$ cat config.mk
export PLATFORM = sky130hd
export DESIGN_NAME = flash_prog_seq
export DESIGN_NICKNAME = d
export VERILOG_FILES = /design/src/rtl/flash_seq_pkg.sv /design/src/rtl/fseq_cmd_gen.sv /design/src/rtl/fseq_bus_engine.sv /design/src/rtl/fseq_poll_eval.sv /design/src/rtl/flash_prog_seq.sv
export SDC_FILE = /design/constraint.sdc
export NUM_CORES = 1
export LEC_CHECK = 0
export BUFFER_PORTS_ARGS = -buffer_cell sky130_fd_sc_hd__buf_4
export CORE_ASPECT_RATIO = 1.4
export CORE_MARGIN = 10
export CORE_UTILIZATION = 60
export CTS_CLUSTER_DIAMETER = 120
export CTS_CLUSTER_SIZE = 40
export DETAILED_ROUTE_END_ITERATION = 10
export PLACE_DENSITY = 0.86
export RECOVER_POWER = 25
export SYNTH_ARGS = -nofsm -noshare
export SYNTH_HDL_FRONTEND = slang
export SYNTH_SLANG_ARGS = --single-unit
$ cat constraint.sdc
create_clock -name clk -period 3.3 [get_ports clk]
set_input_delay 0.825 -clock clk [delete_from_list [all_inputs] [get_ports clk]]
set_output_delay 0.825 -clock clk [all_outputs]
set_load 0.05 [all_outputs]
$ cat src/rtl/flash_seq_pkg.sv
// Shared types and the command-cycle table for the flash sequencer.
// Assumes the unlock addresses fit in 12 bits and the top ADDR_W >= 12.
package flash_seq_pkg;

    typedef enum logic [1:0] {
        BUS_IDLE,
        BUS_SETUP,
        BUS_STROBE,
        BUS_HOLD
    } bus_state_e;

    typedef enum logic [2:0] {
        SQ_IDLE,
        SQ_CMD_GO,
        SQ_CMD_WAIT,
        SQ_POLL_GO,
        SQ_POLL_WAIT,
        SQ_CHK_GO,
        SQ_CHK_WAIT,
        SQ_FINISH
    } seq_state_e;

    localparam logic [11:0] UNLOCK_HI = 12'h555;
    localparam logic [11:0] UNLOCK_LO = 12'h2AA;

    typedef struct packed {
        logic [11:0] addr;     // fixed command address
        logic [7:0]  data;     // fixed command byte
        logic        use_tgt;  // take the request address instead
        logic        use_usr;  // take the request data instead
        logic        last;     // final write of the sequence
    } cmd_word_t;

    // Look up one write of the program or erase sequence.
    function automatic cmd_word_t cmd_lookup(input logic erase, input logic [2:0] step);
        cmd_word_t w;
        w = '0;
        case ({erase, step})
            4'b0_000: begin w.addr = UNLOCK_HI; w.data = 8'hAA; end
            4'b0_001: begin w.addr = UNLOCK_LO; w.data = 8'h55; end
            4'b0_010: begin w.addr = UNLOCK_HI; w.data = 8'hA0; end
            4'b0_011: begin w.use_tgt = 1'b1; w.use_usr = 1'b1; w.last = 1'b1; end
            4'b1_000: begin w.addr = UNLOCK_HI; w.data = 8'hAA; end
            4'b1_001: begin w.addr = UNLOCK_LO; w.data = 8'h55; end
            4'b1_010: begin w.addr = UNLOCK_HI; w.data = 8'h80; end
            4'b1_011: begin w.addr = UNLOCK_HI; w.data = 8'hAA; end
            4'b1_100: begin w.addr = UNLOCK_LO; w.data = 8'h55; end
            4'b1_101: begin w.use_tgt = 1'b1; w.data = 8'h30; w.last = 1'b1; end
            default:  w = '0;
        endcase
        return w;
    endfunction

endpackage

$ cat src/rtl/fseq_cmd_gen.sv
// Command generator: maps the current step of a program or erase sequence
// to the address and data of the bus write. Purely combinational.
// Assumes step stays inside the sequence length of the selected command.
module fseq_cmd_gen
    import flash_seq_pkg::*;
#(
    parameter int ADDR_W = 19,
    parameter int DATA_W = 8
) (
    input  logic              is_erase,
    input  logic [2:0]        step,
    input  logic [ADDR_W-1:0] tgt_addr,
    input  logic [DATA_W-1:0] usr_data,
    output logic [ADDR_W-1:0] cmd_addr,
    output logic [DATA_W-1:0] cmd_data,
    output logic              cmd_last
);

    cmd_word_t cw;

    // Fetch the table entry for this step.
    always_comb cw = cmd_lookup(is_erase, step);

    // Substitute request fields where the table asks for them.
    always_comb begin
        cmd_addr = cw.use_tgt ? tgt_addr : ADDR_W'(cw.addr);
        cmd_data = cw.use_usr ? usr_data : DATA_W'(cw.data);
        cmd_last = cw.last;
    end

endmodule

$ cat src/rtl/fseq_bus_engine.sv
// Bus engine: runs one flash bus cycle (write or read) per start pulse.
// A cycle is SETUP (chip enabled, strobes high), STROBE (WE_CLKS or
// RD_CLKS clocks with the selected strobe low), HOLD (strobes high), then
// a done pulse while idle with the chip deselected. Read data is captured
// on the last strobe clock. Assumes start only arrives while idle.
module fseq_bus_engine
    import flash_seq_pkg::*;
#(
    parameter int ADDR_W  = 19,
    parameter int DATA_W  = 8,
    parameter int WE_CLKS = 3,
    parameter int RD_CLKS = 2
) (
    input  logic              clk,
    input  logic              rst_n,
    input  logic              start,
    input  logic              is_read,
    input  logic [ADDR_W-1:0] addr,
    input  logic [DATA_W-1:0] wdata,
    output logic              done,
    output logic [DATA_W-1:0] rdata,
    output logic [ADDR_W-1:0] fl_addr,
    output logic [DATA_W-1:0] fl_wdata,
    input  logic [DATA_W-1:0] fl_rdata,
    output logic              fl_ce_n,
    output logic              fl_we_n,
    output logic              fl_oe_n
);

    localparam int MAX_CLKS = (WE_CLKS > RD_CLKS) ? WE_CLKS : RD_CLKS;
    localparam int CNT_W    = $clog2(MAX_CLKS + 1);

    bus_state_e        st;
    logic [CNT_W-1:0]  cnt;
    logic              rd_q;
    logic [ADDR_W-1:0] addr_q;
    logic [DATA_W-1:0] data_q;

    // Step through the phases of one bus cycle.
    always_ff @(posedge clk) begin
        if (!rst_n) begin
            st     <= BUS_IDLE;
            cnt    <= '0;
            rd_q   <= 1'b0;
            addr_q <= '0;
            data_q <= '0;
            rdata  <= '0;
            done   <= 1'b0;
        end else begin
            done <= 1'b0;
            case (st)
                BUS_IDLE: begin
                    if (start) begin
                        st     <= BUS_SETUP;
                        addr_q <= addr;
                        data_q <= wdata;
                        rd_q   <= is_read;
                    end
                end
                BUS_SETUP: begin
                    st  <= BUS_STROBE;
                    cnt <= rd_q ? CNT_W'(RD_CLKS - 1) : CNT_W'(WE_CLKS - 1);
                end
                BUS_STROBE: begin
                    if (cnt == '0) begin
                        st <= BUS_HOLD;
                        if (rd_q) rdata <= fl_rdata;
                    end else begin
                        cnt <= cnt - 1'b1;
                    end
                end
                BUS_HOLD: begin
                    st   <= BUS_IDLE;
                    done <= 1'b1;
                end
                default: st <= BUS_IDLE;
            endcase
        end
    end

    // Drive the flash pins from the phase register.
    always_comb begin
        fl_addr  = addr_q;
        fl_wdata = data_q;
        fl_ce_n  = (st == BUS_IDLE);
        fl_we_n  = !((st == BUS_STROBE) && !rd_q);
        fl_oe_n  = !((st == BUS_STROBE) && rd_q);
    end

endmodule

$ cat src/rtl/fseq_poll_eval.sv
// Poll evaluator: judges a polled byte (completion bit and fault bit) and
// counts clocks spent polling against a programmable budget.
// Assumes clear is held while commands are issued and run while polling.
module fseq_poll_eval #(
    parameter int DATA_W = 8,
    parameter int TMO_W  = 20
) (
    input  logic              clk,
    input  logic              rst_n,
    input  logic              clear,
    input  logic              run,
    input  logic [TMO_W-1:0]  limit,
    input  logic [DATA_W-1:0] rdata,
    input  logic              expect_hi,
    output logic              match,
    output logic              fault,
    output logic              expired
);

    localparam int DONE_BIT  = DATA_W - 1;
    localparam int FAULT_BIT = DATA_W - 3;

    logic [TMO_W-1:0] elapsed;
    logic             unused_bits;

    // Count polling clocks, saturating at the top value.
    always_ff @(posedge clk) begin
        if (!rst_n || clear) begin
            elapsed <= '0;
        end else if (run && (elapsed != '1)) begin
            elapsed <= elapsed + 1'b1;
        end
    end

    // Decode the status bits of the captured byte.
    always_comb begin
        match       = (rdata[DONE_BIT] == expect_hi);
        fault       = rdata[FAULT_BIT];
        expired     = (elapsed >= limit);
        unused_bits = ^rdata;
    end

endmodule

$ cat src/rtl/flash_prog_seq.sv
// Flash program/erase sequencer top. Accepts one request, issues the
// unlock preamble and payload write through the bus engine, then polls the
// target address until completion, fault or timeout, and pulses done.
// Assumes a single flash device and a host that waits for req_ready.
module flash_prog_seq
    import flash_seq_pkg::*;
#(
    parameter int ADDR_W  = 19,
    parameter int DATA_W  = 8,
    parameter int WE_CLKS = 3,
    parameter int RD_CLKS = 2,
    parameter int TMO_W   = 20
) (
    input  logic              clk,
    input  logic              rst_n,
    input  logic              req_valid,
    output logic              req_ready,
    input  logic              req_erase,
    input  logic [ADDR_W-1:0] req_addr,
    input  logic [DATA_W-1:0] req_data,
    input  logic [TMO_W-1:0]  cfg_timeout,
    output logic              done,
    output logic              error,
    output logic [ADDR_W-1:0] fl_addr,
    output logic [DATA_W-1:0] fl_wdata,
    input  logic [DATA_W-1:0] fl_rdata,
    output logic              fl_ce_n,
    output logic              fl_we_n,
    output logic              fl_oe_n
);

    seq_state_e        st;
    logic [2:0]        step;
    logic [ADDR_W-1:0] tgt_addr;
    logic [DATA_W-1:0] usr_data;
    logic              is_erase;
    logic              err_q;

    logic [ADDR_W-1:0] cmd_addr;
    logic [DATA_W-1:0] cmd_data;
    logic              cmd_last;
    logic              bus_start;
    logic              bus_read;
    logic [ADDR_W-1:0] bus_addr;
    logic              bus_done;
    logic [DATA_W-1:0] bus_rdata;
    logic              p_match;
    logic              p_fault;
    logic              p_expired;
    logic              p_clear;
    logic              p_run;
    logic              exp_hi;

    fseq_cmd_gen #(.ADDR_W(ADDR_W), .DATA_W(DATA_W)) u_cmd (
        .is_erase (is_erase),
        .step     (step),
        .tgt_addr (tgt_addr),
        .usr_data (usr_data),
        .cmd_addr (cmd_addr),
        .cmd_data (cmd_data),
        .cmd_last (cmd_last)
    );

    fseq_bus_engine #(
        .ADDR_W (ADDR_W), .DATA_W (DATA_W),
        .WE_CLKS(WE_CLKS), .RD_CLKS(RD_CLKS)
    ) u_bus (
        .clk      (clk),
        .rst_n    (rst_n),
        .start    (bus_start),
        .is_read  (bus_read),
        .addr     (bus_addr),
        .wdata    (cmd_data),
        .done     (bus_done),
        .rdata    (bus_rdata),
        .fl_addr  (fl_addr),
        .fl_wdata (fl_wdata),
        .fl_rdata (fl_rdata),
        .fl_ce_n  (fl_ce_n),
        .fl_we_n  (fl_we_n),
        .fl_oe_n  (fl_oe_n)
    );

    fseq_poll_eval #(.DATA_W(DATA_W), .TMO_W(TMO_W)) u_poll (
        .clk       (clk),
        .rst_n     (rst_n),
        .clear     (p_clear),
        .run       (p_run),
        .limit     (cfg_timeout),
        .rdata     (bus_rdata),
        .expect_hi (exp_hi),
        .match     (p_match),
        .fault     (p_fault),
        .expired   (p_expired)
    );

    // Main sequence: accept, command writes, polling, confirm, finish.
    always_ff @(posedge clk) begin
        if (!rst_n) begin
            st       <= SQ_IDLE;
            step     <= '0;
            tgt_addr <= '0;
            usr_data <= '0;
            is_erase <= 1'b0;
            err_q    <= 1'b0;
        end else begin
            case (st)
                SQ_IDLE: begin
                    if (req_valid) begin
                        tgt_addr <= req_addr;
                        usr_data <= req_data;
                        is_erase <= req_erase;
                        step     <= '0;
                        err_q    <= 1'b0;
                        st       <= SQ_CMD_GO;
                    end
                end
                SQ_CMD_GO:  st <= SQ_CMD_WAIT;
                SQ_CMD_WAIT: begin
                    if (bus_done) begin
                        if (cmd_last) begin
                            st <= SQ_POLL_GO;
                        end else begin
                            step <= 3'(step + 1'b1);
                            st   <= SQ_CMD_GO;
                        end
                    end
                end
                SQ_POLL_GO: st <= SQ_POLL_WAIT;
                SQ_POLL_WAIT: begin
                    if (bus_done) begin
                        if (p_match) begin
                            st <= SQ_FINISH;
                        end else if (p_fault) begin
                            st <= SQ_CHK_GO;
                        end else if (p_expired) begin
                            err_q <= 1'b1;
                            st    <= SQ_FINISH;
                        end else begin
                            st <= SQ_POLL_GO;
                        end
                    end
                end
                SQ_CHK_GO: st <= SQ_CHK_WAIT;
                SQ_CHK_WAIT: begin
                    if (bus_done) begin
                        err_q <= !p_match;
                        st    <= SQ_FINISH;
                    end
                end
                SQ_FINISH: st <= SQ_IDLE;
                default:   st <= SQ_IDLE;
            endcase
        end
    end

    // Decode bus requests, poll control and host-facing outputs.
    always_comb begin
        bus_start = (st == SQ_CMD_GO) || (st == SQ_POLL_GO) || (st == SQ_CHK_GO);
        bus_read  = (st != SQ_CMD_GO);
        bus_addr  = (st == SQ_CMD_GO) ? cmd_addr : tgt_addr;
        p_clear   = (st == SQ_CMD_WAIT);
        p_run     = (st == SQ_POLL_GO) || (st == SQ_POLL_WAIT) ||
                    (st == SQ_CHK_GO)  || (st == SQ_CHK_WAIT);
        exp_hi    = is_erase ? 1'b1 : usr_data[DATA_W-1];
        req_ready = (st == SQ_IDLE);
        done      = (st == SQ_FINISH);
        error     = done && err_q;
    end

endmodule

# After elaboration in Yosys (flattened, before gate mapping)
# Index checks and enable logic that the tools add are counted.
# totals
ff_bits	96
input_bits	59
wordCells	120
# classes
add_sub_neg	3
magnitude_cmp	1
n_eq_ne	33
mux	35
n_reduce_logical	34
# ops
operator	n
$pmux 8 s5	1
$mux 19	2
$mux 3	10
$eq 4x4->1 const B	6
$pmux 3 s8	1
$pmux 11 s2	1
$add 20x1->20 const B	1
$ge 20x20->1	1
$ne 20x20->1 const B	1
$ne 2x2->1 const B	7
$eq 3x3->1 const B	4
$mux 1	10
$mux 2	5
$eq 4x2->1 const B	2
$mux 8	1
$ne 2x1->1 const B	4
$pmux 2 s4	1
$reduce_and 2->1	4
$reduce_and 4->1	2
$reduce_and 7->1	1
$eq 3x2->1 const B	2
$logic_or 1x1->1	6
$pmux 3 s2	1
$reduce_or 3->1	2
other kinds (20)	30

# Longest topological paths before layout
# Gate-level depths: netlist of the first run.
# depth
ltp_word	6
mapped_depth	8

# Modules after synthesis
# From an unflattened synthesis of the first run, not the netlist that was laid out.
# unflattened
hier_cells	654
area_unflattened_um2	5561.6
# by_module_without_submodules
mod	n_inst	cells_per_inst	area_each_um2
flash_prog_seq	1	198	1732.9
fseq_bus_engine	1	184	1657.8
fseq_poll_eval	1	199	1581.5
fseq_cmd_gen	1	73	589.3

# Worst setup path after synthesis of the first run
# No wires, ideal clock.
# synth_timing
path_kind	reg2out
start	register st[2]
end	output error
t_arrival_ps	1974
required_ps	2475
slack_ps	501
path_stages_with_launch	5
path_cell_list	dfxtp_1 clkbuf_1 nand2_1 nor2_1 and2_1
# synth_via
elab_chain_len	2
# synth_rtl
item	line	source
from (decl)	flash_prog_seq.sv:32	seq_state_e st;
from (signal assigned)	flash_prog_seq.sv:100	st <= SQ_IDLE;
from (signal assigned)	flash_prog_seq.sv:115	st <= SQ_CMD_GO;
from (signal assigned)	flash_prog_seq.sv:118	SQ_CMD_GO: st <= SQ_CMD_WAIT;
$eq 3x3->1	flash_prog_seq.sv:167	done = (st == SQ_FINISH);
via done	flash_prog_seq.sv:22	output logic done,
$logic_and 1x1->1	flash_prog_seq.sv:168	error = done && err_q;
to (decl)	flash_prog_seq.sv:23	output logic error,
# The timed path passes the listed nets, and every way through them passes these cells.

# Worst setup path in the final report of the first run
# layout_timing
start	register st[0]
end	output error
# layout_via
elab_chain_len	2
# layout_rtl
item	line
$eq 3x3->1	flash_prog_seq.sv:167
$logic_and 1x1->1	flash_prog_seq.sv:168
# No other way between the ends.

==> run_summary.xml, run 1 <==
<?xml version="1.0" encoding="UTF-8"?>
<metrics>
  <group name="setup_path">
    <metric name="regToRegEndpoint" unit="">u_bus.fl_addr[5]$_SDFFE_PN0P_</metric>
    <metric name="crit_fanout" unit="">17</metric>
    <metric name="worstSetupPathType" unit="">flop to output port</metric>
    <metric name="crit_required" unit="ns">2.47</metric>
    <metric name="endpoint_kind" unit="">output port</metric>
    <metric name="data_arrival_time_of_the_worst_path" unit="ns">1.94</metric>
    <metric name="r2r.worst_path.cells" unit="">6</metric>
    <metric name="worst_setup_path_start_kind" unit="">flop</metric>
    <metric name="worst_r2r_startpoint" unit="">step[0]$_SDFFE_PN0P_</metric>
    <metric name="worst-r2r-setup-slack" unit="ns">1.01</metric>
  </group>
  <group name="timing">
    <metric name="grt_setup_unrepaired" unit="">no</metric>
    <metric name="fin_worst_skew" unit="ns">0.00778</metric>
    <metric name="final_period_util" unit="%">83.7</metric>
    <metric name="finalCriticalPeriod" unit="ns">2.76</metric>
    <metric name="setup_total_negative_slack" unit="ns">0</metric>
    <metric name="worst_slew_margin_rel" unit="%">21.3</metric>
    <metric name="achievable-frequency" unit="MHz">362</metric>
    <metric name="worst_hold_slack_after_final_layout" unit="ns">0.463</metric>
    <metric name="slew_viol_final" unit="">0</metric>
    <metric name="finalHoldViolCount" unit="">0</metric>
    <metric name="timing_worst_slew_pin_value" unit="ns">1.18</metric>
    <metric name="setup_viol" unit="">0</metric>
  </group>
  <group name="run_status">
    <metric name="status" unit="">completed</metric>
  </group>
  <group name="worst_hold_path">
    <metric name="timing.hold.worst.start" unit="">tgt_addr[2]$_SDFFE_PN0P_</metric>
    <metric name="hold_end" unit="">tgt_addr[2]$_SDFFE_PN0P_</metric>
    <metric name="hp-class" unit="">flop to flop</metric>
    <metric name="whs_path_cells" unit="">2</metric>
  </group>
  <group name="clock_tree">
    <metric name="tritoncts" unit="">done</metric>
    <metric name="post_cts_resize_count" unit="">0</metric>
    <metric name="htree_num_levels" unit="">3</metric>
    <metric name="clock_sink_count" unit="">90</metric>
    <metric name="post_cts_buffers" unit="">0</metric>
    <metric name="clk_path_buf_depth" unit="">2</metric>
    <metric name="cts.root.buffer_cell" unit="">sky130_fd_sc_hd__clkbuf_8</metric>
    <metric name="cts_buffers" unit="">9</metric>
    <metric name="worst_skew_pair_later_pin_latency" unit="ns">0.37</metric>
    <metric name="cts.clk_slew.worst_paths" unit="ns">0.08</metric>
    <metric name="holdBufCountCts" unit="">0</metric>
  </group>
  <group name="logic_synthesis">
    <metric name="synth-edff-count" unit="">0</metric>
    <metric name="ys_seq_area_share" unit="%">38.4</metric>
    <metric name="synthesis.nets" unit="">670</metric>
    <metric name="mappedNetlistArea" unit="um2">4690</metric>
    <metric name="async_flop_share" unit="%">0</metric>
    <metric name="synthesis.instances" unit="">581</metric>
    <metric name="synth_warnings" unit="">0</metric>
    <metric name="synth_seq_cells" unit="">90</metric>
    <metric name="dominantRegCellSynth" unit="">sky130_fd_sc_hd__dfxtp_1</metric>
    <metric name="synthesis.area_per_instance" unit="um2">8.07</metric>
    <metric name="synth.lib_cells_used.distinct" unit="">57</metric>
  </group>
  <group name="cells_and_area">
    <metric name="utilization" unit="%">71.4</metric>
    <metric name="layout.filler_cells" unit="">648</metric>
    <metric name="multiInputGateArea" unit="um2">2620</metric>
    <metric name="areaGrowthSynthToFinish" unit="%">17.2</metric>
    <metric name="area_of_all_placed_cells_without_fillers" unit="um2">5500</metric>
    <metric name="ff_latch_area" unit="um2">1800</metric>
    <metric name="ant_diodes" unit="">0</metric>
    <metric name="finalNetCount" unit="">741</metric>
    <metric name="fraction_of_layout_instances_using_a_drive_strength_above_1" unit="%">14.8</metric>
  </group>
  <group name="die">
    <metric name="fp.coreArea" unit="um2">7700</metric>
    <metric name="ioPinCount" unit="">92</metric>
    <metric name="fp-row-count" unit="">38</metric>
    <metric name="floorplan.die.height" unit="um">125</metric>
    <metric name="dieWidth" unit="um">94.7</metric>
    <metric name="design.die.area" unit="um2">11800</metric>
    <metric name="initial_core_util" unit="%">60.9</metric>
  </group>
  <group name="power">
    <metric name="p_leak" unit="nW">2.27</metric>
    <metric name="pwr-share-seq" unit="%">45.5</metric>
    <metric name="switching_power" unit="W">0.000865</metric>
    <metric name="p_int" unit="W">0.00183</metric>
    <metric name="max-vdd-ir-drop" unit="mV">0.402</metric>
    <metric name="fraction_of_power_consumed_by_the_clock_network" unit="%">31.0</metric>
    <metric name="combinationalPowerShare" unit="%">23.5</metric>
    <metric name="pwr_density_cell" unit="nW/um2">490</metric>
    <metric name="report.power.total" unit="W">0.00269</metric>
    <metric name="switching_share" unit="%">32.1</metric>
  </group>
  <group name="drt">
    <metric name="detail_route.wl_per_cell" unit="um">15.4</metric>
    <metric name="drcViolationCount" unit="">0</metric>
    <metric name="ant_nets" unit="">0</metric>
    <metric name="finalWirelength" unit="mm">11.6</metric>
    <metric name="via_count" unit="">4325</metric>
    <metric name="drtPass1Iterations" unit="">4</metric>
    <metric name="number_of_violations_reported_at_the_end_of_detailed_routing_iteration_0" unit="">284</metric>
    <metric name="post_drt_via_cell_ratio" unit="">5.71</metric>
  </group>
  <group name="global_routing">
    <metric name="grt_start_max_net_pins" unit="">73</metric>
    <metric name="gr-usage-all-layers" unit="%">20.3</metric>
    <metric name="initial_antenna_violation_count" unit="">0</metric>
    <metric name="grt_pass1_vias" unit="">4415</metric>
    <metric name="total_overflow_reported_by_the_global_router" unit="">0</metric>
    <metric name="grt_first_pass_wirelength" unit="mm">20.0</metric>
  </group>
  <group name="flow_run">
    <metric name="max_cap_violations" unit="">0</metric>
  </group>
  <group name="placed_design">
    <metric name="placedInstanceArea" unit="um2">5360</metric>
    <metric name="detailed_placement_wirelength_estimate" unit="mm">8.66</metric>
    <metric name="place_congestion" unit="">0.901</metric>
    <metric name="port-buffer-count" unit="">85</metric>
  </group>
</metrics>
==> worst max path at each step <==
stage | start | endpoint | slack, ns
after floorplan | st[2]$_SDFFE_PN0P_ | error | 0.50
after global placement | cfg_timeout[2] | err_q$_SDFFE_PN0P_ | 0.86
after detailed placement | cfg_timeout[2] | err_q$_SDFFE_PN0P_ | 0.76
after CTS | st[0]$_SDFFE_PN0P_ | error | 0.56
after global routing | st[0]$_SDFFE_PN0P_ | error | 0.44
final | st[0]$_SDFFE_PN0P_ | error | 0.54
==> final cells by class <==
class,count,share of cell area (%)
Clock buffer,12,2.64
Multi-Input combinational cell,424,47.6
Inverter,36,2.46
Clock inverter,4,1.34
Timing Repair Buffer,91,10.9
Sequential cell,90,32.8
Tap cell,100,2.28
==> cells by family after synthesis <==
kind of cell,Yosys count,synth area share (%)
AND/OR/NAND/NOR,233,23.1
AO/OA/AOI/OAI,139,20.3
flip-flops,90,38.4
buffers and inverters,67,5.87
adder cells (fa/ha/maj),30,8.00
XOR/XNOR,15,2.80
multiplexers,7,1.52
==> cell usage in the layout (no fill, tap or decap), drive strengths merged, types with 3 or more instances in the layout <==
cell	n
a211oi	3
a21boi	43
a21o	3
a21oi	29
and2	9
and3	3
buf	68
clkbuf	35
dfxtp	90
ha	30
inv	37
mux2i	6
nand2	103
nand3	24
nand4	8
nor2	49
nor2b	11
nor3	4
nor4	5
o2111ai	5
o211ai	9
o21ai	26
o31ai	4
or3	6
or3b	3
xnor2	9
xor2	6
==> state kept, by name (all words and copies together), names as in the netlist <==
signal	flops
u_bus.rdata	2
u_bus.st	2
st	3
u_poll.elapsed	20
u_bus.done	1
is_erase	1
step	3
err_q	1
u_bus.fl_addr	19
usr_data	8
u_bus.rd_q	1
tgt_addr	19
u_bus.cnt	2
u_bus.fl_wdata	8
==> layer usage <==
metal  track usage (%)  up-vias  part of all wire, %
met4              8.83        0                  2.3
met2              34.6      130                   52
met5                 0        -                    0
met3              6.76       19                  7.8
li1                  -     2139                    -
met1              22.0     2037                   38
==> power by group through the flow <==
stage	combinational [W]	clock, W	sequential [W]
final	0.000633	0.000836	0.00122
after global routing	0.000697	0.000891	0.00124
after CTS	0.000655	0.000844	0.00122
after detailed placement	0.000653	0	0.00125
after global placement	0.000631	0	0.00125
after floorplan	0.000361	0	0.00133
==> Yosys cell counts, types with 4 or more instances <==
master,n,area share (%)
sky130_fd_sc_hd__a21boi_0,41,6.6
sky130_fd_sc_hd__a21oi_1,28,3.0
sky130_fd_sc_hd__and2_1,9,1.2
sky130_fd_sc_hd__buf_2,10,1.1
sky130_fd_sc_hd__clkbuf_1,17,1.4
sky130_fd_sc_hd__dfxtp_1,90,38
sky130_fd_sc_hd__ha_1,30,8.0
sky130_fd_sc_hd__inv_1,36,2.9
sky130_fd_sc_hd__mux2i_1,6,1.3
sky130_fd_sc_hd__nand2_1,103,8.2
sky130_fd_sc_hd__nand3_1,23,2.5
sky130_fd_sc_hd__nand4_1,7,0.93
sky130_fd_sc_hd__nor2_1,48,3.8
sky130_fd_sc_hd__nor2b_1,11,1.5
sky130_fd_sc_hd__nor3_1,4,0.43
sky130_fd_sc_hd__nor4_1,5,0.67
sky130_fd_sc_hd__o2111ai_1,5,0.93
sky130_fd_sc_hd__o211ai_1,8,1.3
sky130_fd_sc_hd__o21ai_0,25,2.7
sky130_fd_sc_hd__o31ai_1,4,0.64
sky130_fd_sc_hd__or3_1,6,0.80
sky130_fd_sc_hd__xnor2_1,9,1.7
sky130_fd_sc_hd__xor2_1,6,1.1
==> worst max-delay path: stages (launching register included) <==
cell	delay (ns)
sky130_fd_sc_hd__dfxtp_1	0.73
sky130_fd_sc_hd__inv_1	0.24
sky130_fd_sc_hd__nor2_1	0.24
sky130_fd_sc_hd__and2_1	0.16
sky130_fd_sc_hd__buf_4	0.19
==> per-stage QoR <==
stage / setup slack, ns / cells
after floorplan: 0.501 / 581
after global placement: 0.859 / 741
after detailed placement: 0.760 / 741
after CTS: 0.559 / 757
after global routing: 0.439 / 757
final: 0.539 / 757
Power figures use the tool's default switching activity.
==> inputs of run 2 (changes only) <==
--- a/config.mk
+++ b/config.mk
@@ -8,11 +8,11 @@
 export BUFFER_PORTS_ARGS = -buffer_cell sky130_fd_sc_hd__buf_4
 export CORE_ASPECT_RATIO = 1.4
 export CORE_MARGIN = 10
-export CORE_UTILIZATION = 60
+export CORE_UTILIZATION = 55
 export CTS_CLUSTER_DIAMETER = 120
 export CTS_CLUSTER_SIZE = 40
 export DETAILED_ROUTE_END_ITERATION = 10
-export PLACE_DENSITY = 0.86
+export PLACE_DENSITY = 0.8
 export RECOVER_POWER = 25
 export SYNTH_ARGS = -nofsm -noshare
 export SYNTH_HDL_FRONTEND = slang
==> constraint.sdc (replaced) <==
create_clock -name clk -period 2.7 [get_ports clk]
set_input_delay 0.675 -clock clk [delete_from_list [all_inputs] [get_ports clk]]
set_output_delay 0.675 -clock clk [all_outputs]
set_load 0.05 [all_outputs]
==> run_summary.xml, run 2 (synthesis results as in run 1) <==
<?xml version="1.0" encoding="UTF-8"?>
<metrics>
  <group name="die">
    <metric name="fp-row-count" unit="">39</metric>
    <metric name="floorplan.die.height" unit="um">129</metric>
    <metric name="dieWidth" unit="um">98.1</metric>
    <metric name="fp.coreArea" unit="um2">8250</metric>
    <metric name="ioPinCount" unit="">92</metric>
    <metric name="design.die.area" unit="um2">12700</metric>
    <metric name="initial_core_util" unit="%">56.9</metric>
  </group>
  <group name="flow_run">
    <metric name="max_cap_violations" unit="">0</metric>
  </group>
  <group name="setup_path">
    <metric name="cp-startpoint" unit="">st[1]$_SDFFE_PN0P_</metric>
    <metric name="r2r.worst_path.cells" unit="">5</metric>
    <metric name="worst-r2r-setup-slack" unit="ns">0.59</metric>
    <metric name="endpoint_kind" unit="">output port</metric>
    <metric name="crit_fanout" unit="">17</metric>
    <metric name="worst_r2r_startpoint" unit="">u_poll.elapsed[6]$_SDFFE_PP0P_</metric>
    <metric name="regToRegEndpoint" unit="">u_poll.elapsed[11]$_SDFFE_PP0P_</metric>
    <metric name="critPathCapture" unit="">error</metric>
    <metric name="crit_required" unit="ns">2.03</metric>
    <metric name="data_arrival_time_of_the_worst_path" unit="ns">1.77</metric>
    <metric name="worstSetupPathType" unit="">flop to output port</metric>
    <metric name="worst_setup_path_start_kind" unit="">flop</metric>
  </group>
  <group name="timing">
    <metric name="worst_slew_margin_rel" unit="%">25.9</metric>
    <metric name="timing_worst_slew_pin_value" unit="ns">1.11</metric>
    <metric name="finalHoldViolCount" unit="">0</metric>
    <metric name="setup_viol" unit="">0</metric>
    <metric name="slew_viol_final" unit="">0</metric>
    <metric name="fin_worst_skew" unit="ns">0.00902</metric>
    <metric name="setup_total_negative_slack" unit="ns">0</metric>
    <metric name="final_period_util" unit="%">90.4</metric>
    <metric name="finalCriticalPeriod" unit="ns">2.44</metric>
    <metric name="worst_hold_slack_after_final_layout" unit="ns">0.464</metric>
    <metric name="achievable-frequency" unit="MHz">410</metric>
    <metric name="grt_setup_unrepaired" unit="">no</metric>
  </group>
  <group name="placed_design">
    <metric name="detailed_placement_wirelength_estimate" unit="mm">8.45</metric>
    <metric name="placedInstanceArea" unit="um2">5400</metric>
    <metric name="port-buffer-count" unit="">85</metric>
    <metric name="place_congestion" unit="">0.848</metric>
  </group>
  <group name="cells_and_area">
    <metric name="ant_diodes" unit="">0</metric>
    <metric name="layout_commonest_cell" unit="">sky130_fd_sc_hd__nand2_1</metric>
    <metric name="registers.top_by_ff_count" unit="">u_poll.elapsed</metric>
    <metric name="utilization" unit="%">67.9</metric>
    <metric name="layout.filler_cells" unit="">715</metric>
    <metric name="finalNetCount" unit="">746</metric>
    <metric name="areaGrowthSynthToFinish" unit="%">19.4</metric>
    <metric name="largest_register_ffs" unit="">20</metric>
    <metric name="fraction_of_layout_instances_using_a_drive_strength_above_1" unit="%">15.1</metric>
    <metric name="area_of_all_placed_cells_without_fillers" unit="um2">5600</metric>
    <metric name="most-common-layout-cells" unit="">sky130_fd_sc_hd__nand2_1, sky130_fd_sc_hd__dfxtp_1, sky130_fd_sc_hd__buf_4, sky130_fd_sc_hd__nor2_1, sky130_fd_sc_hd__a21boi_0</metric>
  </group>
  <group name="global_routing">
    <metric name="initial_antenna_violation_count" unit="">0</metric>
    <metric name="grt_first_pass_wirelength" unit="mm">18.8</metric>
    <metric name="grt_start_max_net_pins" unit="">72</metric>
    <metric name="grt_pass1_vias" unit="">4219</metric>
    <metric name="total_overflow_reported_by_the_global_router" unit="">0</metric>
    <metric name="gr-usage-all-layers" unit="%">17.5</metric>
  </group>
  <group name="drt">
    <metric name="number_of_violations_reported_at_the_end_of_detailed_routing_iteration_0" unit="">224</metric>
    <metric name="detail_route.wl_per_cell" unit="um">14.8</metric>
    <metric name="drtPass1Iterations" unit="">5</metric>
    <metric name="via_count" unit="">4253</metric>
    <metric name="ant_nets" unit="">0</metric>
    <metric name="drcViolationCount" unit="">0</metric>
    <metric name="post_drt_via_cell_ratio" unit="">5.57</metric>
    <metric name="finalWirelength" unit="mm">11.3</metric>
  </group>
  <group name="clock_tree">
    <metric name="holdBufCountCts" unit="">0</metric>
    <metric name="cts_buffers" unit="">9</metric>
    <metric name="post_cts_resize_count" unit="">0</metric>
    <metric name="cts.clk_slew.worst_paths" unit="ns">0.06</metric>
    <metric name="cts.root.buffer_cell" unit="">sky130_fd_sc_hd__clkbuf_16</metric>
    <metric name="tritoncts" unit="">done</metric>
    <metric name="worst_skew_pair_later_pin_latency" unit="ns">0.34</metric>
    <metric name="clk_path_buf_depth" unit="">2</metric>
    <metric name="post_cts_buffers" unit="">0</metric>
    <metric name="htree_num_levels" unit="">3</metric>
    <metric name="clock_sink_count" unit="">90</metric>
  </group>
  <group name="power">
    <metric name="max-vdd-ir-drop" unit="mV">0.435</metric>
    <metric name="switching_share" unit="%">31.8</metric>
    <metric name="pwr-share-seq" unit="%">42.3</metric>
    <metric name="fraction_of_power_consumed_by_the_clock_network" unit="%">35.9</metric>
    <metric name="combinationalPowerShare" unit="%">21.7</metric>
    <metric name="p_int" unit="W">0.00241</metric>
    <metric name="switching_power" unit="W">0.00112</metric>
    <metric name="pwr_density_cell" unit="nW/um2">629</metric>
    <metric name="p_leak" unit="nW">2.32</metric>
  </group>
  <group name="run_status">
    <metric name="status" unit="">completed</metric>
  </group>
  <group name="worst_hold_path">
    <metric name="hp-class" unit="">flop to flop</metric>
  </group>
</metrics>
==> run 2: worst max-delay path, cell delays in order, from the launching register on <==
cell and delay, ns:
sky130_fd_sc_hd__dfxtp_1 0.68, sky130_fd_sc_hd__nand2_1 0.19, sky130_fd_sc_hd__nor2_1 0.21, sky130_fd_sc_hd__and2_1 0.15
sky130_fd_sc_hd__buf_4 0.19
==> run 2: final cells by class <==
class,count,area [um2],share of cell area (%)
inverter,36,135,2.41
clock buffer,9,225,4.02
timing repair buffer,96,621,11.1
tap,102,128,2.28
sequential,90,1800,32.2
clock inverter,7,75.1,1.34
multi-input combinational,424,2620,46.7
==> run 2: metrics by stage <==
stage	worst slack [ns]	power (W)	std cells
3_5_place_dp	0.359	0.00232	748
6_report	0.258	0.00353	764
4_1_cts	0.280	0.00358	764
2_1_floorplan	0.0508	0.00206	581
5_1_grt	0.151	0.00369	764
3_3_place_gp	0.401	0.00230	748
==> run 2: power by group through the flow <==
stage                     registers [W]  logic [W]  clock network [W]
after floorplan                 0.00162   0.000441                  0
after global placement          0.00152   0.000779                  0
after detailed placement        0.00152   0.000796                  0
after CTS                       0.00149   0.000800            0.00129
after global routing            0.00151   0.000845            0.00134
final                           0.00149   0.000766            0.00127
==> run 2: worst min path at each step <==
stage,start,to,cells past startpoint
2_1_floorplan,tgt_addr[0]$_SDFFE_PN0P_,tgt_addr[0]$_SDFFE_PN0P_,2
3_5_place_dp,tgt_addr[0]$_SDFFE_PN0P_,tgt_addr[0]$_SDFFE_PN0P_,2
6_report,tgt_addr[2]$_SDFFE_PN0P_,tgt_addr[2]$_SDFFE_PN0P_,2
5_1_grt,tgt_addr[0]$_SDFFE_PN0P_,tgt_addr[0]$_SDFFE_PN0P_,2
3_3_place_gp,tgt_addr[0]$_SDFFE_PN0P_,tgt_addr[0]$_SDFFE_PN0P_,2
4_1_cts,tgt_addr[0]$_SDFFE_PN0P_,tgt_addr[0]$_SDFFE_PN0P_,2
==> run 2: layer usage <==
layer	vias to the layer above	track usage (%)	share of wire [%]
li1	2148	-	-
met2	110	30.4	50
met5	-	0	0
met4	0	7.80	2.5
met3	19	6.28	6.4
met1	1976	18.8	41
==> inputs of run 3 (changes only) <==
--- a/config.mk
+++ b/config.mk
@@ -12,7 +12,7 @@
 export CTS_CLUSTER_DIAMETER = 120
 export CTS_CLUSTER_SIZE = 40
 export DETAILED_ROUTE_END_ITERATION = 10
-export PLACE_DENSITY = 0.8
+export PLACE_DENSITY_LB_ADDON = 0.12
 export RECOVER_POWER = 25
 export SYNTH_ARGS = -nofsm -noshare
 export SYNTH_HDL_FRONTEND = slang
==> run_summary.xml, run 3 (synthesis results as in run 1) <==
<?xml version="1.0" encoding="UTF-8"?>
<metrics>
  <group name="clock_tree">
    <metric name="post_cts_resize_count" unit="">0</metric>
    <metric name="tritoncts" unit="">done</metric>
    <metric name="holdBufCountCts" unit="">0</metric>
    <metric name="cts_buffers" unit="">9</metric>
    <metric name="cts.clk_slew.worst_paths" unit="ns">0.07</metric>
    <metric name="cts.root.buffer_cell" unit="">sky130_fd_sc_hd__clkbuf_16</metric>
    <metric name="clock_sink_count" unit="">90</metric>
    <metric name="worst_skew_pair_later_pin_latency" unit="ns">0.34</metric>
    <metric name="htree_num_levels" unit="">3</metric>
    <metric name="clk_path_buf_depth" unit="">2</metric>
    <metric name="post_cts_buffers" unit="">0</metric>
  </group>
  <group name="placed_design">
    <metric name="detailed_placement_wirelength_estimate" unit="mm">8.52</metric>
    <metric name="place_congestion" unit="">0.796</metric>
    <metric name="port-buffer-count" unit="">85</metric>
    <metric name="placedInstanceArea" unit="um2">5380</metric>
  </group>
  <group name="cells_and_area">
    <metric name="utilization" unit="%">67.7</metric>
    <metric name="areaGrowthSynthToFinish" unit="%">19.1</metric>
    <metric name="ant_diodes" unit="">0</metric>
    <metric name="largest_register_ffs" unit="">20</metric>
    <metric name="fraction_of_layout_instances_using_a_drive_strength_above_1" unit="%">14.9</metric>
    <metric name="most-common-layout-cells" unit="">sky130_fd_sc_hd__nand2_1, sky130_fd_sc_hd__dfxtp_1, sky130_fd_sc_hd__buf_4, sky130_fd_sc_hd__nor2_1, sky130_fd_sc_hd__a21boi_0</metric>
    <metric name="finalNetCount" unit="">743</metric>
    <metric name="registers.top_by_ff_count" unit="">u_poll.elapsed</metric>
    <metric name="area_of_all_placed_cells_without_fillers" unit="um2">5590</metric>
    <metric name="layout_commonest_cell" unit="">sky130_fd_sc_hd__nand2_1</metric>
  </group>
  <group name="drt">
    <metric name="met1Wirelength" unit="mm">4.69</metric>
    <metric name="post_drt_via_cell_ratio" unit="">5.56</metric>
    <metric name="detail_route.wl_per_cell" unit="um">15.1</metric>
    <metric name="via_count" unit="">4232</metric>
    <metric name="dr.max_layer_used" unit="">met4</metric>
    <metric name="ant_nets" unit="">0</metric>
    <metric name="dr_wl_met2" unit="mm">5.91</metric>
    <metric name="number_of_violations_reported_at_the_end_of_detailed_routing_iteration_0" unit="">235</metric>
    <metric name="drcViolationCount" unit="">0</metric>
    <metric name="drtPass1Iterations" unit="">4</metric>
    <metric name="met3_wirelength" unit="um">586</metric>
    <metric name="finalWirelength" unit="mm">11.5</metric>
  </group>
  <group name="power">
    <metric name="switching_power" unit="W">0.00112</metric>
    <metric name="max-vdd-ir-drop" unit="mV">0.574</metric>
    <metric name="p_int" unit="W">0.00241</metric>
    <metric name="p_leak" unit="nW">2.30</metric>
    <metric name="fraction_of_power_consumed_by_the_clock_network" unit="%">35.9</metric>
    <metric name="switching_share" unit="%">31.7</metric>
    <metric name="pwr_density_cell" unit="nW/um2">632</metric>
    <metric name="combinationalPowerShare" unit="%">21.7</metric>
    <metric name="pwr-share-seq" unit="%">42.4</metric>
  </group>
  <group name="global_routing">
    <metric name="gr-usage-all-layers" unit="%">18.0</metric>
    <metric name="grt_pass1_vias" unit="">4297</metric>
    <metric name="grt_start_max_net_pins" unit="">73</metric>
    <metric name="total_overflow_reported_by_the_global_router" unit="">0</metric>
    <metric name="grt_first_pass_wirelength" unit="mm">19.5</metric>
    <metric name="initial_antenna_violation_count" unit="">0</metric>
  </group>
  <group name="setup_path">
    <metric name="worstSetupPathType" unit="">flop to output port</metric>
    <metric name="endpoint_kind" unit="">output port</metric>
    <metric name="cpPeakStageDelay" unit="ns">0.64</metric>
    <metric name="path_cells" unit="">inv_1 -&gt; nor2_1 -&gt; and2_1 -&gt; buf_4</metric>
    <metric name="timing.critical_path.depth" unit="">4</metric>
    <metric name="r2r.worst_path.cells" unit="">5</metric>
    <metric name="worst_setup_path_start_kind" unit="">flop</metric>
    <metric name="cp_num_buf_inv" unit="">2</metric>
    <metric name="worst_path_dominant_cell_family" unit="">flip-flops</metric>
    <metric name="critical-path-slowest-cell" unit="">sky130_fd_sc_hd__dfxtp_1</metric>
    <metric name="data_arrival_time_of_the_worst_path" unit="ns">1.85</metric>
    <metric name="crit_fanout" unit="">13</metric>
    <metric name="crit_required" unit="ns">2.03</metric>
    <metric name="worst-r2r-setup-slack" unit="ns">0.37</metric>
  </group>
  <group name="timing">
    <metric name="slew_viol_final" unit="">0</metric>
    <metric name="setup_total_negative_slack" unit="ns">0</metric>
    <metric name="fin_worst_skew" unit="ns">0.00663</metric>
    <metric name="finalHoldViolCount" unit="">0</metric>
    <metric name="finalCriticalPeriod" unit="ns">2.52</metric>
    <metric name="timing_worst_slew_pin_value" unit="ns">1.25</metric>
    <metric name="worst_slew_margin_rel" unit="%">15.8</metric>
    <metric name="achievable-frequency" unit="MHz">396</metric>
    <metric name="setup_viol" unit="">0</metric>
    <metric name="grt_setup_unrepaired" unit="">no</metric>
    <metric name="final_period_util" unit="%">93.4</metric>
  </group>
  <group name="die">
    <metric name="floorplan.die.height" unit="um">129</metric>
    <metric name="fp.coreArea" unit="um2">8250</metric>
    <metric name="fp-row-count" unit="">39</metric>
    <metric name="dieWidth" unit="um">98.1</metric>
    <metric name="design.die.area" unit="um2">12700</metric>
    <metric name="ioPinCount" unit="">92</metric>
    <metric name="initial_core_util" unit="%">56.9</metric>
  </group>
  <group name="worst_hold_path">
    <metric name="whs_path_cells" unit="">2</metric>
    <metric name="hp-class" unit="">flop to flop</metric>
  </group>
  <group name="flow_run">
    <metric name="max_cap_violations" unit="">0</metric>
  </group>
  <group name="run_status">
    <metric name="status" unit="">completed</metric>
  </group>
</metrics>
[run 3: cell types whose count changed in the layout (fill, tap and decap cells not counted)]
cell | previous run | this run
sky130_fd_sc_hd__clkinv_4 | 2 | 1
sky130_fd_sc_hd__clkbuf_1 | 26 | 25
sky130_fd_sc_hd__buf_4 | 69 | 67
sky130_fd_sc_hd__clkinv_2 | 2 | 1
sky130_fd_sc_hd__clkinvlp_4 | 0 | 2
[run 3: path summary, 6_finish.rpt]
path | start | end
min reg2reg | tgt_addr[0]$_SDFFE_PN0P_ | tgt_addr[0]$_SDFFE_PN0P_
max reg2reg | step[0]$_SDFFE_PN0P_ | u_bus.fl_addr[0]$_SDFFE_PN0P_
max | st[0]$_SDFFE_PN0P_ | error
min | tgt_addr[0]$_SDFFE_PN0P_ | tgt_addr[0]$_SDFFE_PN0P_
[run 3: worst min-delay path: stages, from the launching register on]
cell,delay (ns)
sky130_fd_sc_hd__dfxtp_1,0.31
sky130_fd_sc_hd__nand2_1,0.05
sky130_fd_sc_hd__a21boi_1,0.05
[run 3: layer usage]
layer	vias up	track usage (%)
li1	2142	-
met1	1967	19.9
met2	102	31.8
met3	21	4.84
met4	0	7.98
met5	-	0
[run 3: final cells by class]
type / instances / area (um2)
timing repair buffer: 93 / 602
sequential: 90 / 1800
fill: 716 / 2660
tap: 102 / 128
inverter: 36 / 135
clock buffer: 9 / 225
multi-input combinational: 424 / 2620
clock inverter: 7 / 76.3
[run 3: power by group through the flow]
| stage | logic, W | registers [W] | clock network, W |
|---|---|---|---|
| after floorplan | 0.000441 | 0.00162 | 0 |
| after global placement | 0.000775 | 0.00152 | 0 |
| after global routing | 0.000853 | 0.00151 | 0.00135 |
| after CTS | 0.000801 | 0.00150 | 0.00129 |
| after detailed placement | 0.000797 | 0.00153 | 0 |
| final | 0.000767 | 0.00150 | 0.00127 |
[run 3: stage by stage]
| step | setup slack, ns | hold slack, ns | std cells | power, W |
|---|---|---|---|---|
| after global routing | 0.0893 | 0.482 | 761 | 0.00371 |
| final | 0.178 | 0.455 | 761 | 0.00353 |
| after floorplan | 0.0508 | 0.435 | 581 | 0.00206 |
| after global placement | 0.400 | 0.444 | 745 | 0.00230 |
| after detailed placement | 0.354 | 0.445 | 745 | 0.00232 |
| after CTS | 0.224 | 0.454 | 761 | 0.00358 |
